===== config.mk =====
export PLATFORM = sky130hd
export DESIGN_NAME = timer_irq_flags
export DESIGN_NICKNAME = d
export VERILOG_FILES = /design/src/rtl/tic_pkg.sv /design/src/rtl/tic_ctrl.sv /design/src/rtl/tic_datapath.sv /design/src/rtl/timer_irq_flags.sv
export SDC_FILE = /design/constraint.sdc
export NUM_CORES = 1
export LEC_CHECK = 0
export ABC_AREA = 1
export BUFFER_PORTS_ARGS = -buffer_cell sky130_fd_sc_hd__buf_4
export CORE_ASPECT_RATIO = 0.6
export CORE_MARGIN = 4
export CORE_UTILIZATION = 30
export DETAILED_ROUTE_END_ITERATION = 8
export SYNTH_ARGS = -nofsm -noshare
export SYNTH_HDL_FRONTEND = slang
export SYNTH_SLANG_ARGS = --single-unit

===== constraint.sdc =====
create_clock -name clk -period 1.4 [get_ports clk]
set_clock_uncertainty 0.05 [all_clocks]
set_input_delay 0.21 -clock clk [delete_from_list [all_inputs] [get_ports clk]]
set_output_delay 0.21 -clock clk [all_outputs]
set_load 0.02 [all_outputs]

===== src/rtl/tic_pkg.sv =====
package tic_pkg;
  localparam int NUM_CH = 2;
  localparam int REG_W  = 8;

  // bit positions are decoded by firmware, so they are fixed
  function automatic int tfPos(int ch);  return ch == 1 ? 7 : 5; endfunction
  function automatic int trPos(int ch);  return ch == 1 ? 6 : 4; endfunction
  function automatic int iePos(int ch);  return ch == 1 ? 3 : 1; endfunction
  function automatic int itPos(int ch);  return ch == 1 ? 2 : 0; endfunction

  typedef struct packed {
    logic [NUM_CH-1:0] tfWr;
    logic [NUM_CH-1:0] trWr;
    logic [NUM_CH-1:0] ieWr;
    logic [NUM_CH-1:0] itWr;
    logic [REG_W-1:0]  data;
  } ticStrobes_t;
endpackage


===== src/rtl/tic_ctrl.sv =====
module tic_ctrl
  import tic_pkg::*;
#(
  parameter logic [7:0] REG_ADDR = 8'h88
) (
  input  logic [7:0]       regAddr,
  input  logic             regWrEn,
  input  logic [REG_W-1:0] regWrData,
  input  logic [REG_W-1:0] regImage,
  output ticStrobes_t      strobes,
  output logic [REG_W-1:0] regRdData
);
  logic addrHit;
  logic wrHit;

  assign addrHit = (regAddr == REG_ADDR);
  assign wrHit   = addrHit && regWrEn;

  always_comb begin
    strobes.tfWr = {NUM_CH{wrHit}};
    strobes.trWr = {NUM_CH{wrHit}};
    strobes.ieWr = {NUM_CH{wrHit}};
    strobes.itWr = {NUM_CH{wrHit}};
    strobes.data = regWrData;
  end

  assign regRdData = addrHit ? regImage : '0;
endmodule


===== src/rtl/tic_datapath.sv =====
module tic_datapath
  import tic_pkg::*;
#(
  parameter int SYNC_STAGES = 2
) (
  input  logic              clk,
  input  logic              rstN,
  input  logic [NUM_CH-1:0] extPin,
  input  logic [NUM_CH-1:0] ovfPulse,
  input  logic [NUM_CH-1:0] ackTmr,
  input  logic [NUM_CH-1:0] ackExt,
  input  ticStrobes_t       strobes,
  output logic [NUM_CH-1:0] runTmr,
  output logic [NUM_CH-1:0] reqTmr,
  output logic [NUM_CH-1:0] reqExt,
  output logic [NUM_CH-1:0] typeBits,
  output logic [REG_W-1:0]  regImage
);
  localparam int LAST = SYNC_STAGES - 1;

  logic [NUM_CH-1:0] synced;

  for (genvar c = 0; c < NUM_CH; c++) begin : g_ch
    logic [SYNC_STAGES-1:0] chain;
    logic prevLvl;
    logic fallSeen;
    logic ieLatch;
    logic tfReg;
    logic trReg;
    logic itReg;

    // pin synchronizer, idle level is high
    always_ff @(posedge clk or negedge rstN) begin
      if (!rstN) begin
        chain   <= '1;
        prevLvl <= 1'b1;
      end else begin
        chain   <= {chain[SYNC_STAGES-2:0], extPin[c]};
        prevLvl <= chain[LAST];
      end
    end

    assign synced[c] = chain[LAST];
    assign fallSeen  = prevLvl && !chain[LAST];

    always_ff @(posedge clk or negedge rstN) begin
      if (!rstN) begin
        ieLatch <= 1'b0;
      end else if (!itReg) begin
        ieLatch <= 1'b0;
      end else if (fallSeen) begin
        ieLatch <= 1'b1;
      end else if (strobes.ieWr[c]) begin
        ieLatch <= strobes.data[iePos(c)];
      end else if (ackExt[c]) begin
        ieLatch <= 1'b0;
      end
    end

    always_ff @(posedge clk or negedge rstN) begin
      if (!rstN) begin
        tfReg <= 1'b0;
      end else if (ovfPulse[c]) begin
        tfReg <= 1'b1;
      end else if (strobes.tfWr[c]) begin
        tfReg <= strobes.data[tfPos(c)];
      end else if (ackTmr[c]) begin
        tfReg <= 1'b0;
      end
    end

    always_ff @(posedge clk or negedge rstN) begin
      if (!rstN) begin
        trReg <= 1'b0;
        itReg <= 1'b0;
      end else begin
        if (strobes.trWr[c]) trReg <= strobes.data[trPos(c)];
        if (strobes.itWr[c]) itReg <= strobes.data[itPos(c)];
      end
    end

    assign reqExt[c]   = itReg ? ieLatch : !synced[c];
    assign reqTmr[c]   = tfReg;
    assign runTmr[c]   = trReg;
    assign typeBits[c] = itReg;

    assign regImage[tfPos(c)] = tfReg;
    assign regImage[trPos(c)] = trReg;
    assign regImage[iePos(c)] = reqExt[c];
    assign regImage[itPos(c)] = itReg;
  end
endmodule


===== src/rtl/timer_irq_flags.sv =====
module timer_irq_flags
  import tic_pkg::*;
#(
  parameter logic [7:0] REG_ADDR    = 8'h88,
  parameter int         SYNC_STAGES = 2
) (
  input  logic       clk,
  input  logic       rstN,
  input  logic [1:0] extPin,
  input  logic [1:0] ovfPulse,
  input  logic [1:0] ackTmr,
  input  logic [1:0] ackExt,
  input  logic [7:0] regAddr,
  input  logic       regWrEn,
  input  logic [7:0] regWrData,
  output logic [7:0] regRdData,
  output logic [1:0] runTmr,
  output logic [1:0] reqTmr,
  output logic [1:0] reqExt
);
  ticStrobes_t      strobes;
  logic [REG_W-1:0] regImage;
  logic [1:0]       typeBits;

  tic_ctrl #(.REG_ADDR(REG_ADDR)) u_ctrl (
    .regAddr   (regAddr),
    .regWrEn   (regWrEn),
    .regWrData (regWrData),
    .regImage  (regImage),
    .strobes   (strobes),
    .regRdData (regRdData)
  );

  tic_datapath #(.SYNC_STAGES(SYNC_STAGES)) u_dp (
    .clk      (clk),
    .rstN     (rstN),
    .extPin   (extPin),
    .ovfPulse (ovfPulse),
    .ackTmr   (ackTmr),
    .ackExt   (ackExt),
    .strobes  (strobes),
    .runTmr   (runTmr),
    .reqTmr   (reqTmr),
    .reqExt   (reqExt),
    .typeBits (typeBits),
    .regImage (regImage)
  );
endmodule


======== After elaboration in Yosys (flattened, before gate mapping) ========
Index checks and enable logic that the tools add are counted.
W data, S select, Z words.
storage, ports and cells
  register bits ........................... 14
  bits in latches ......................... 0
  bits in writable memories ............... 0
  memory bits (read-only) ................. 0
  input bits .............................. 27
  output and inout port bits .............. 14
  logic and storage cells ................. 39
  memories kept ........................... 0
operators by class
  $add $sub $neg .......................... 0
  multiply operators ...................... 0
  div/mod/pow operators ................... 0
  magnitude comparators ................... 0
  equality and inequality tests ........... 3
  shifts and indexed selects .............. 0
  muxes and demuxes ....................... 17
  bitwise operators ....................... 0
  reduce and logical (&&, ||, !) cells .... 7
operator list
  cell                  count
  $mux W1               16
  $eq A8 B8 Y1 const B  1
  $mux W8               1
  $ne A4 B3 Y1 const B  2
  $reduce_bool A3 Y1    2
  $logic_and A1 B1 Y1   3
  $logic_not A1 Y1      2

======== Logic depth before layout (Yosys ltp) ========
Gate-level depths: netlist of the first run.
  word-level depth ........................ 5
  gate-level depth with buffers ........... 7
  mapped depth without buffers ............ 7

======== Modules after synthesis ========
Synthesis of the first run repeated with hierarchy kept, for this count alone.
unflattened totals
  cells, all modules ...................... 115
  area total of the unflattened synthesis .. 879.6 um^2
by module, submodules not included
  module        instances  cells an instance  area each (um^2)  sequential area each (um^2)
  tic_datapath  1          68                 640.6             357.8
  tic_ctrl      1          47                 239.0             0.0

======== Least setup slack after synthesis of the first run ========
OpenSTA, ideal clock, no wires.
  path type ............................... input -> output
  start ................................... input port regAddr[2]
  end ..................................... output port regRdData[0]
  data arrival time ....................... 0.923 ns
  data required time ...................... 1.140 ns
  setup slack ............................. 0.217 ns
  stages .................................. 5
  path buffers ............................ 0
  cell sequence ........................... inv_1 nand2_2 nor2_4 nand2_1 nor2_1
on the way
  word-level cells in the longest chain between the ends .. 2
RTL lines
  item                RTL line               source
  start: declaration  timer_irq_flags.sv:13  input logic [7:0] regAddr,
  $eq A8 B8 Y1        tic_ctrl.sv:16         assign addrHit = (regAddr == REG_ADDR);
  $mux W8             tic_ctrl.sv:27         assign regRdData = addrHit ? regImage : '0;
  end: declaration    timer_irq_flags.sv:16  output logic [7:0] regRdData,
Every way passes these cells.

======== Worst setup path in the final report of the first run ========
  start ................................... register u_dp.g_ch[0].chain[1]
  end ..................................... output port regRdData[1]
on the way
  word-level cells in the longest chain between the ends .. 3
RTL lines
  item                      RTL line            source
  start: declaration        tic_datapath.sv:24  logic [SYNC_STAGES-1:0] chain;
  start signal: assignment  tic_datapath.sv:38  chain <= {chain[SYNC_STAGES-2:0], extPin[c]};
  $logic_not A1 Y1          tic_datapath.sv:82  assign reqExt[c] = itReg ? ieLatch : !synced[c];
  $mux W1                   tic_datapath.sv:82
  $mux W8                   tic_ctrl.sv:27
Every way passes these cells.

==> results of run 1 <==
## synthesized netlist by cell type
master | n | share of area
o21ai_0 | 2 | 0.014
inv_1 | 15 | 0.077
dfstp_2 | 6 | 0.22
nand2_2 | 8 | 0.068
inv_2 | 1 | 0.0051
buf_4 | 4 | 0.041
nand3_4 | 1 | 0.024
nand2_1 | 15 | 0.077
o21ai_2 | 4 | 0.048
nand4_1 | 4 | 0.034
a21oi_1 | 4 | 0.027
clkinv_4 | 1 | 0.012
nor2_4 | 2 | 0.031
dfrtp_1 | 8 | 0.27
nor2_1 | 10 | 0.051
## worst reg2reg max path: stages (launching register included)
cell and delay [ps]:
dfstp_2 540, buf_4 110, inv_1 40, a21oi_1 130
nand4_1 110, nand2_1 70
## kinds of logic after synthesis
logic type | count (synthesis) | synth area share
buf+inv | 21 | 0.135
compound gates | 10 | 0.0890
flops | 14 | 0.490
simple gates | 40 | 0.286
## sequential cells by signal, summed over array words and instances (netlist names)
register and flops:
u_dp.g_ch.itReg 2, u_dp.g_ch.ieLatch 2, u_dp.g_ch.tfReg 2, u_dp.g_ch.trReg 2, u_dp.g_ch.chain 4, u_dp.g_ch.prevLvl 2
## timing repair
item	4_1_cts	5_1_grt
hold buffers	1	0
hold endpoints to repair	14	0
resized for setup	6	5
setup endpoints to repair	4	9
buffers inserted	2	1
pin swaps	0	3
## layout make-up
| cell class | instances | area [µm²] |
|---|---|---|
| clock buffers | 4 | 55.1 |
| fillers | 223 | 1080 |
| flip-flops and latches | 14 | 358 |
| inverters | 17 | 68.8 |
| well taps | 30 | 37.5 |
| repair buffers | 46 | 355 |
| multi-input cells | 50 | 289 |
## power groups by stage
stage / Sequential [mW] / Combinational, mW / Clock [mW]
after floorplan: 0.457 / 0.0909 / 0
after global routing: 0.459 / 0.224 / 0.424
after global placement: 0.460 / 0.178 / 0
after detailed placement: 0.462 / 0.180 / 0
final: 0.456 / 0.201 / 0.388
after CTS: 0.456 / 0.194 / 0.403
## per-layer routing
metal,GRT usage,vias to the layer above,part of all wire
met5,0,-,0
met3,0.0545,0,0.084
met4,0.0225,0,0
li1,-,349,-
met2,0.201,22,0.47
met1,0.131,290,0.44
## cell usage in the layout, fill, tap and decap left out
cell           count
a21oi_1            4
buf_4             43
buf_6              2
clkbuf_8           4
clkinv_4           1
dfrtp_1            8
dfstp_2            6
dlygate4sd3_1      1
inv_1             13
inv_2              3
nand2_1           12
nand2_2           11
nand3_4            1
nand4_1            4
nor2_1            10
nor2_4             2
o21ai_2            6
## how the worst max path moves through the flow
| stage | to | cells after the start | slack (ps) |
|---|---|---|---|
| after floorplan | regRdData[0] | 5 | 220 |
| after global placement | regRdData[3] | 7 | 90 |
| after detailed placement | regRdData[5] | 7 | 60 |
| after CTS | regRdData[1] | 4 | 10 |
| after global routing | regRdData[1] | 4 | -30 |
| final | regRdData[1] | 4 | 40 |
==> out/results.tsv, run 1 <==
metric	value	unit
final setup margin	41.9	ps
status	finished, final reports clean	
non-filler cells in the finished layout	161	
endpoint type of the worst setup path	output port	
RSZ-0062 raised after global routing	true	
Hold Crit Depth	1	
internal power	0.796	mW
Die Wd	71.7	µm
Max clock buf depth	2	
pwr dens	899	mW/mm²
Synthesis Warnings	0	
arrival time worst endpoint	1100	ps
Post-DP HPWL	1430	µm
gr ovfl total	0	
Slew @ Worst Pin	180	ps
fin crit share	0.970	
combinational fraction of design power	0.192	
Cells after Synth	85	
syn_nets	112	
share of cells above drive strength 1	0.603	
first-pass GRT wire length	2830	µm
Via Count	661	
Synth cell types	15	
P&R area growth vs syn	59.2	%
number of inserted diodes	0	
dpl cell area	0.00105	mm²
post-placement cell count	153	
hold_sp	extPin[0]	
Reg clk slew, reported paths	60	ps
row cnt	13	
Nets	159	
antenna-violating nets left	0	
CP Max Fanout	2	
setup TNS	0	ps
CP bufs+invs	1	
Worst Hold End	u_dp.g_ch[0].chain[0]$_DFF_PN1_	
Leak Pwr	0.618	nW
Max H-tree Level	1	
Place WS	58.6	ps
Worst Setup SP	u_dp.g_ch[0].chain[1]$_DFF_PN1_	
Post-Syn Area per Cell	8.60	µm²
Min Hold Slack	24.6	ps
initial core utilization	0.326	
TritonCTS Buffers	3	
total track usage	0.115	
Die Height	46.2	µm
vias in the first global route	647	
core area	0.00224	mm²
r2r worst-path depth	5	
P_sw	0.249	mW
Top Family by Delay on Critical Path	flip-flops	
minimum clock period	1360	ps
initial antenna violation count	0	
die area	0.00332	mm²
Root Driver	clkbuf_8	
CTS tree	yes	
fmax	736	MHz
Max stage delay on crit path	540	ps
switching part of the total	0.238	
Fin. Hold Viols	0	
RR Endpoint	u_dp.g_ch[0].ieLatch$_DFFE_PN0P_	
Final Max Tran Viols	0	
largest net degree at the start of global routing	15	
Synth Register Bits	14	
PortBufs	40	
Final Instance Area	0.00116	mm²
clk_lat worst skew	240	ps
Setup Viol. Count Final	0	
Hold Crit Class	in -> reg	
Worst R2R Start	u_dp.g_ch[0].chain[1]$_DFF_PN1_	
VDD IR max	639	µV
Seq pwr share	0.437	
FF-to-FF setup slack	300	ps
CP required	1140	ps
initial drt markers	26	
WL final	1730	µm
DRT Pass-1 Iters	3	
Clock power frac	0.371	
via/cell ratio	4.11	
WS Path Type	reg -> out	
Seq/Total Area, Yosys	0.490	
number of remaining DRC errors	0	
Design Power	1.05	mW
Max-cap violations	0	
clock sinks	14	
Worst setup SP type	register	
Worst path slowest cell	dfstp_2	
crit-path cells	nand2_2 -> o21ai_2 -> nor2_1 -> buf_4	
cell area after synthesis	731	µm²
Worst slew margin	0.880	
wire per inst	10.7	µm
Final Core Density	0.518	
num ports	41	
placer congestion estimate	0.689	
(Power assumes the default switching activity.)
==> run 2: changes to the inputs <==
- CORE_MARGIN: 4 -> unset
- SETUP_SLACK_MARGIN: unset -> 0.15
==> out/results.tsv, run 2 (synthesis gave the netlist of run 1 again) <==
metric	value	unit	change
largest net degree at the start of global routing	15		unchanged
Root Driver	clkbuf_8		
WL final	1670	µm	-3.0%
number of inserted diodes	0		unchanged
pwr dens	892	mW/mm²	-0.76%
non-filler cells in the finished layout	164		+1.9%
Leak Pwr	0.648	nW	+4.8%
CP bufs+invs	1		unchanged
fmax	729	MHz	-1.0%
Place WS	33.2	ps	-25.4 ps
Nets	162		+1.9%
CTS tree	yes		
TritonCTS Buffers	3		unchanged
CP required	1140	ps	about the same
WS Path Type	reg -> out		
arrival time worst endpoint	1110	ps	about the same
Max-cap violations	0		unchanged
first-pass GRT wire length	2860	µm	+0.95%
placer congestion estimate	0.734		+6.6%
share of cells above drive strength 1	0.612		+0.00889
clk_lat worst skew	250	ps	about the same
P_sw	0.260	mW	+4.4%
internal power	0.805	mW	+1.1%
Max clock buf depth	2		unchanged
via/cell ratio	4.20		+2.3%
gr ovfl total	0		unchanged
Design Power	1.07	mW	+1.9%
Reg clk slew, reported paths	60	ps	about the same
crit-path cells	nand2_2 -> o21ai_2 -> nor2_1 -> buf_4		
initial drt markers	15		-42%
Final Max Tran Viols	0		unchanged
antenna-violating nets left	0		unchanged
Clock power frac	0.373		+0.002
total track usage	0.160		+0.0450
Min Hold Slack	12.8	ps	-11.8 ps
Hold Crit Class	in -> reg		
initial core utilization	0.328		+0.00238
die area	0.00264	mm²	-20%
minimum clock period	1370	ps	+14.4 ps
leading cell type in the layout, fill and taps excluded	buf_4		
Worst path slowest cell	dfstp_2		
initial antenna violation count	0		unchanged
DRT Pass-1 Iters	3		unchanged
# fillers	215		-3.6%
num ports	41		unchanged
Post-DP HPWL	1270	µm	-11%
final setup margin	27.6	ps	-14.4 ps
post-placement cell count	153		unchanged
Top Family by Delay on Critical Path	flip-flops		
Via Count	689		+4.2%
Fin. Hold Viols	0		unchanged
number of remaining DRC errors	0		unchanged
Setup Viol. Count Final	0		unchanged
RSZ-0062 raised after global routing	true		
Die Wd	65.7	µm	-8.4%
Max stage delay on crit path	540	ps	about the same
Largest Register	u_dp.g_ch.chain		
fin crit share	0.980		+0.0103
PortBufs	40		unchanged
M3 GR Usage	0.0682		+0.0137
Max H-tree Level	1		unchanged
CP Max Fanout	2		unchanged
clock sinks	14		unchanged
vias in the first global route	640		-1.1%
Slew @ Worst Pin	186	ps	+6.05 ps
most frequent cells in the layout	buf_4 (45), inv_1 (13), nand2_1 (13), nand2_2 (9), nor2_1 (9)		
wire per inst	10.2	µm	-4.7%
core area	0.00223	mm²	-0.72%
Worst setup SP type	register		
status	finished, final reports clean		
GR peak layer	met2		
endpoint type of the worst setup path	output port		
grt met1 use	0.190		+0.0597
switching part of the total	0.244		+0.00577
met2 Use GR	0.260		+0.0595
VDD IR max	507	µV	-21%
row cnt	13		unchanged
P&R area growth vs syn	63.5	%	
combinational fraction of design power	0.200		+0.008
Seq pwr share	0.428		-0.009
max reg flops	4		unchanged
Worst slew margin	0.876		-0.00404
Die Height	40.2	µm	-13%
-- run 2: cell count changes in the layout (fill, tap and decap cells not counted), sizes merged --
cell,before,now
buf,45,48
-- run 2: worst paths after layout --
kind / to / cells after the start / slack, ps / from
setup / recovery: regRdData[1] / 4 / 30 / u_dp.g_ch[0].chain[1]$_DFF_PN1_
hold / removal: u_dp.g_ch[0].chain[0]$_DFF_PN1_ / 1 / 10 / extPin[0]
setup reg to reg: u_dp.g_ch[0].ieLatch$_DFFE_PN0P_ / 5 / 310 / u_dp.g_ch[0].chain[1]$_DFF_PN1_
hold reg to reg: u_dp.g_ch[0].chain[1]$_DFF_PN1_ / 0 / 310 / u_dp.g_ch[0].chain[0]$_DFF_PN1_
max in group asynchronous: u_dp.g_ch[0].chain[0]$_DFF_PN1_ / 2 / 760 / rstN
min in group asynchronous: u_dp.g_ch[1].ieLatch$_DFFE_PN0P_ / 2 / 300 / rstN
-- run 2: routing by layer --
metal  share of wire  vias to the layer above
met5               0                        -
met2            0.46                       24
met4           0.011                        0
li1                -                      355
met3           0.076                        3
met1            0.45                      307
-- run 2: cell type report --
type	instances	area, µm²	share of cell area
Clock buffer	4	55.1	0.0461
Inverter	17	68.8	0.0576
Sequential cell	14	358	0.299
Timing Repair Buffer	49	382	0.319
Multi-Input combinational cell	50	294	0.246
Tap cell	30	37.5	0.0314
-- run 2: timing repair --
action / CTS / global route
endpoints found under the hold margin: 14 / 0
hold buffers: 1 / 0
buffers inserted: 3 / 3
gates resized for setup: 9 / 4
setup endpoints to repair: 10 / 9
pin swaps: 2 / 2
-- run 2: worst register-to-register path: cells and delay by family (launching register included) --
kind	cells	cell delay (ps)
AOI/OAI and AO/OA	1	110
buffers and inverters	2	150
DFF	1	540
and+or+nand+nor	2	180
-- run 2: through the flow --
step            util  cell area [µm²]  TNS [ps]
3_5_place_dp   0.473             1050         0
6_report       0.536             1190         0
2_1_floorplan      -              731         0
5_1_grt        0.536             1190     -15.4
3_3_place_gp   0.473             1050         0
4_1_cts        0.520             1160         0
-- run 2: power groups by stage --
stage	clock, mW	sequential, mW	combinational (mW)
floorplan	0	0.457	0.0909
global placement	0	0.460	0.177
detailed placement	0	0.461	0.180
CTS	0.417	0.455	0.201
global route	0.436	0.460	0.237
finish	0.397	0.456	0.213
==> run 3: changes to the inputs <==
--- a/config.mk
+++ b/config.mk
@@ -13,2 +13,3 @@
 export SETUP_SLACK_MARGIN = 0.15
+export SLEW_MARGIN = 0
 export SYNTH_ARGS = -nofsm -noshare
==> constraint.sdc (replaced) <==
create_clock -name clk -period 1.4 [get_ports clk]
set_clock_uncertainty 0.05 [all_clocks]
set_input_delay 0.14 -clock clk [delete_from_list [all_inputs] [get_ports clk]]
set_output_delay 0.14 -clock clk [all_outputs]
set_load 0.02 [all_outputs]
==> out/results.tsv, run 3 (synthesis gave the netlist of run 1 again) <==
metric	value	unit	change
Hold Crit Class	in -> reg		
Worst slew margin	0.879		+0.00361
Max stage delay on crit path	530	ps	about the same
clk_lat worst skew	240	ps	about the same
Via Count	673		-2.3%
pwr dens	887	mW/mm²	-0.53%
Worst R2R Start	u_dp.g_ch[1].chain[1]$_DFF_PN1_		
die area	0.00264	mm²	unchanged
Max H-tree Level	1		unchanged
number of remaining DRC errors	0		unchanged
RSZ-0062 raised after global routing	true		
gr ovfl total	0		unchanged
WS Path Type	reg -> out		
first-pass GRT wire length	2790	µm	-2.2%
Root Driver	clkbuf_8		
minimum clock period	1280	ps	-92.8 ps
Worst setup SP type	register		
TritonCTS Buffers	3		unchanged
placer congestion estimate	0.736		+0.22%
Design Power	1.05	mW	-1.7%
Slew @ Worst Pin	180	ps	-5.84 ps
Max-cap violations	0		unchanged
antenna-violating nets left	0		unchanged
fmax	781	MHz	+7.3%
setup TNS	0	ps	unchanged
VDD IR max	472	µV	-6.9%
Fin. Hold Viols	0		unchanged
Largest Register	u_dp.g_ch.chain		
hold_sp	ovfPulse[0]		
CP required	1210	ps	+70 ps
crit-path cells	nand2_2 -> o21ai_2 -> nor2_1 -> buf_4		
Leak Pwr	0.636	nW	-1.8%
arrival time worst endpoint	1090	ps	-20 ps
PortBufs	40		unchanged
most frequent cells in the layout	buf_4 (42), inv_1 (13), nand2_1 (12), nand2_2 (10), nor2_1 (10)		
status	finished, final reports clean		
Reg clk slew, reported paths	60	ps	about the same
initial core utilization	0.328		unchanged
CTS tree	yes		
Post-DP HPWL	1220	µm	-3.5%
endpoint type of the worst setup path	output port		
num ports	41		unchanged
share of cells above drive strength 1	0.591		-0.0210
largest net degree at the start of global routing	15		unchanged
Final Max Tran Viols	0		unchanged
total track usage	0.150		-0.00920
Die Wd	65.7	µm	unchanged
P&R area growth vs syn	61.6	%	
via/cell ratio	4.15		-1.1%
vias in the first global route	665		+3.9%
Die Height	40.2	µm	unchanged
clock sinks	14		unchanged
wire per inst	9.83	µm	-3.7%
WL final	1590	µm	-4.8%
max reg flops	4		unchanged
number of inserted diodes	0		unchanged
fin crit share	0.914		-0.0663
DRT Pass-1 Iters	4		+1
Max clock buf depth	2		unchanged
row cnt	13		unchanged
Setup Viol. Count Final	0		unchanged
Worst path slowest cell	dfstp_2		
leading cell type in the layout, fill and taps excluded	buf_4		
Worst Setup SP	u_dp.g_ch[1].chain[1]$_DFF_PN1_		
CP Max Fanout	2		unchanged
initial drt markers	24		+9
Nets	160		-1.2%
Final Core Density	0.530		-0.00618
initial antenna violation count	0		unchanged
# fillers	205		-4.7%
core area	0.00223	mm²	unchanged
-- run 3: layer usage --
metal	up-vias	global-route usage	wire, µm
li1	348	-	-
met1	300	0.174	757
met2	23	0.255	696
met3	2	0.0682	126
met4	0	0.0489	12
met5	-	0	0
-- run 3: worst paths after layout --
kind                                                     to  slack (ps)  cells past startpoint
setup reg to reg           u_dp.g_ch[1].ieLatch$_DFFE_PN0P_         300                      5
max in group asynchronous    u_dp.g_ch[0].prevLvl$_DFF_PN1_         840                      2
min in group asynchronous  u_dp.g_ch[1].ieLatch$_DFFE_PN0P_         230                      2
hold reg to reg             u_dp.g_ch[0].chain[1]$_DFF_PN1_         300                      0
setup / recovery                               regRdData[3]         120                      4
hold / removal               u_dp.g_ch[0].tfReg$_DFFE_PN0P_          20                      3
-- run 3: worst max-delay path: cells and delay by family, from the launching register on --
| family | cells | cell delay, ps |
|---|---|---|
| AO/OA/AOI/OAI | 1 | 60 |
| buffers and inverters | 1 | 150 |
| flip-flops | 1 | 530 |
| AND/OR/NAND/NOR | 2 | 110 |
-- run 3: what timing repair did --
item                                   CTS  global route
setup buffers                            2             2
setup endpoints to repair               10             6
hold buffers                             3             0
endpoints found under the hold margin   16             0
pin swaps                                3             1
resized for setup                        9             3
cloned                                   0             0
-- run 3: metrics by stage --
step,std cells,cell area (µm²),worst slack (ps),hold WS [ps]
CTS,160,1150,80.7,18.2
finish,162,1180,120,24.5
detailed placement,151,1040,97.5,-47.8
global placement,151,1040,154,-51.2
global route,162,1180,82.3,17.5
floorplan,85,731,326,-206
-- run 3: area by class of cell --
| cell class | instances | area, µm² | area share |
|---|---|---|---|
| Timing Repair Buffer | 47 | 368 | 0.311 |
| Sequential cell | 14 | 358 | 0.303 |
| Multi-Input combinational cell | 50 | 294 | 0.249 |
| Inverter | 17 | 68.8 | 0.0583 |
| Clock buffer | 4 | 55.1 | 0.0466 |
| Tap cell | 30 | 37.5 | 0.0318 |
-- run 3: power breakdown --
part | leakage [nW] | switching, mW | internal (mW)
sequential | 0.147 | 0.0163 | 0.439
combinational | 0.461 | 0.0930 | 0.113
clock | 0.0288 | 0.137 | 0.249
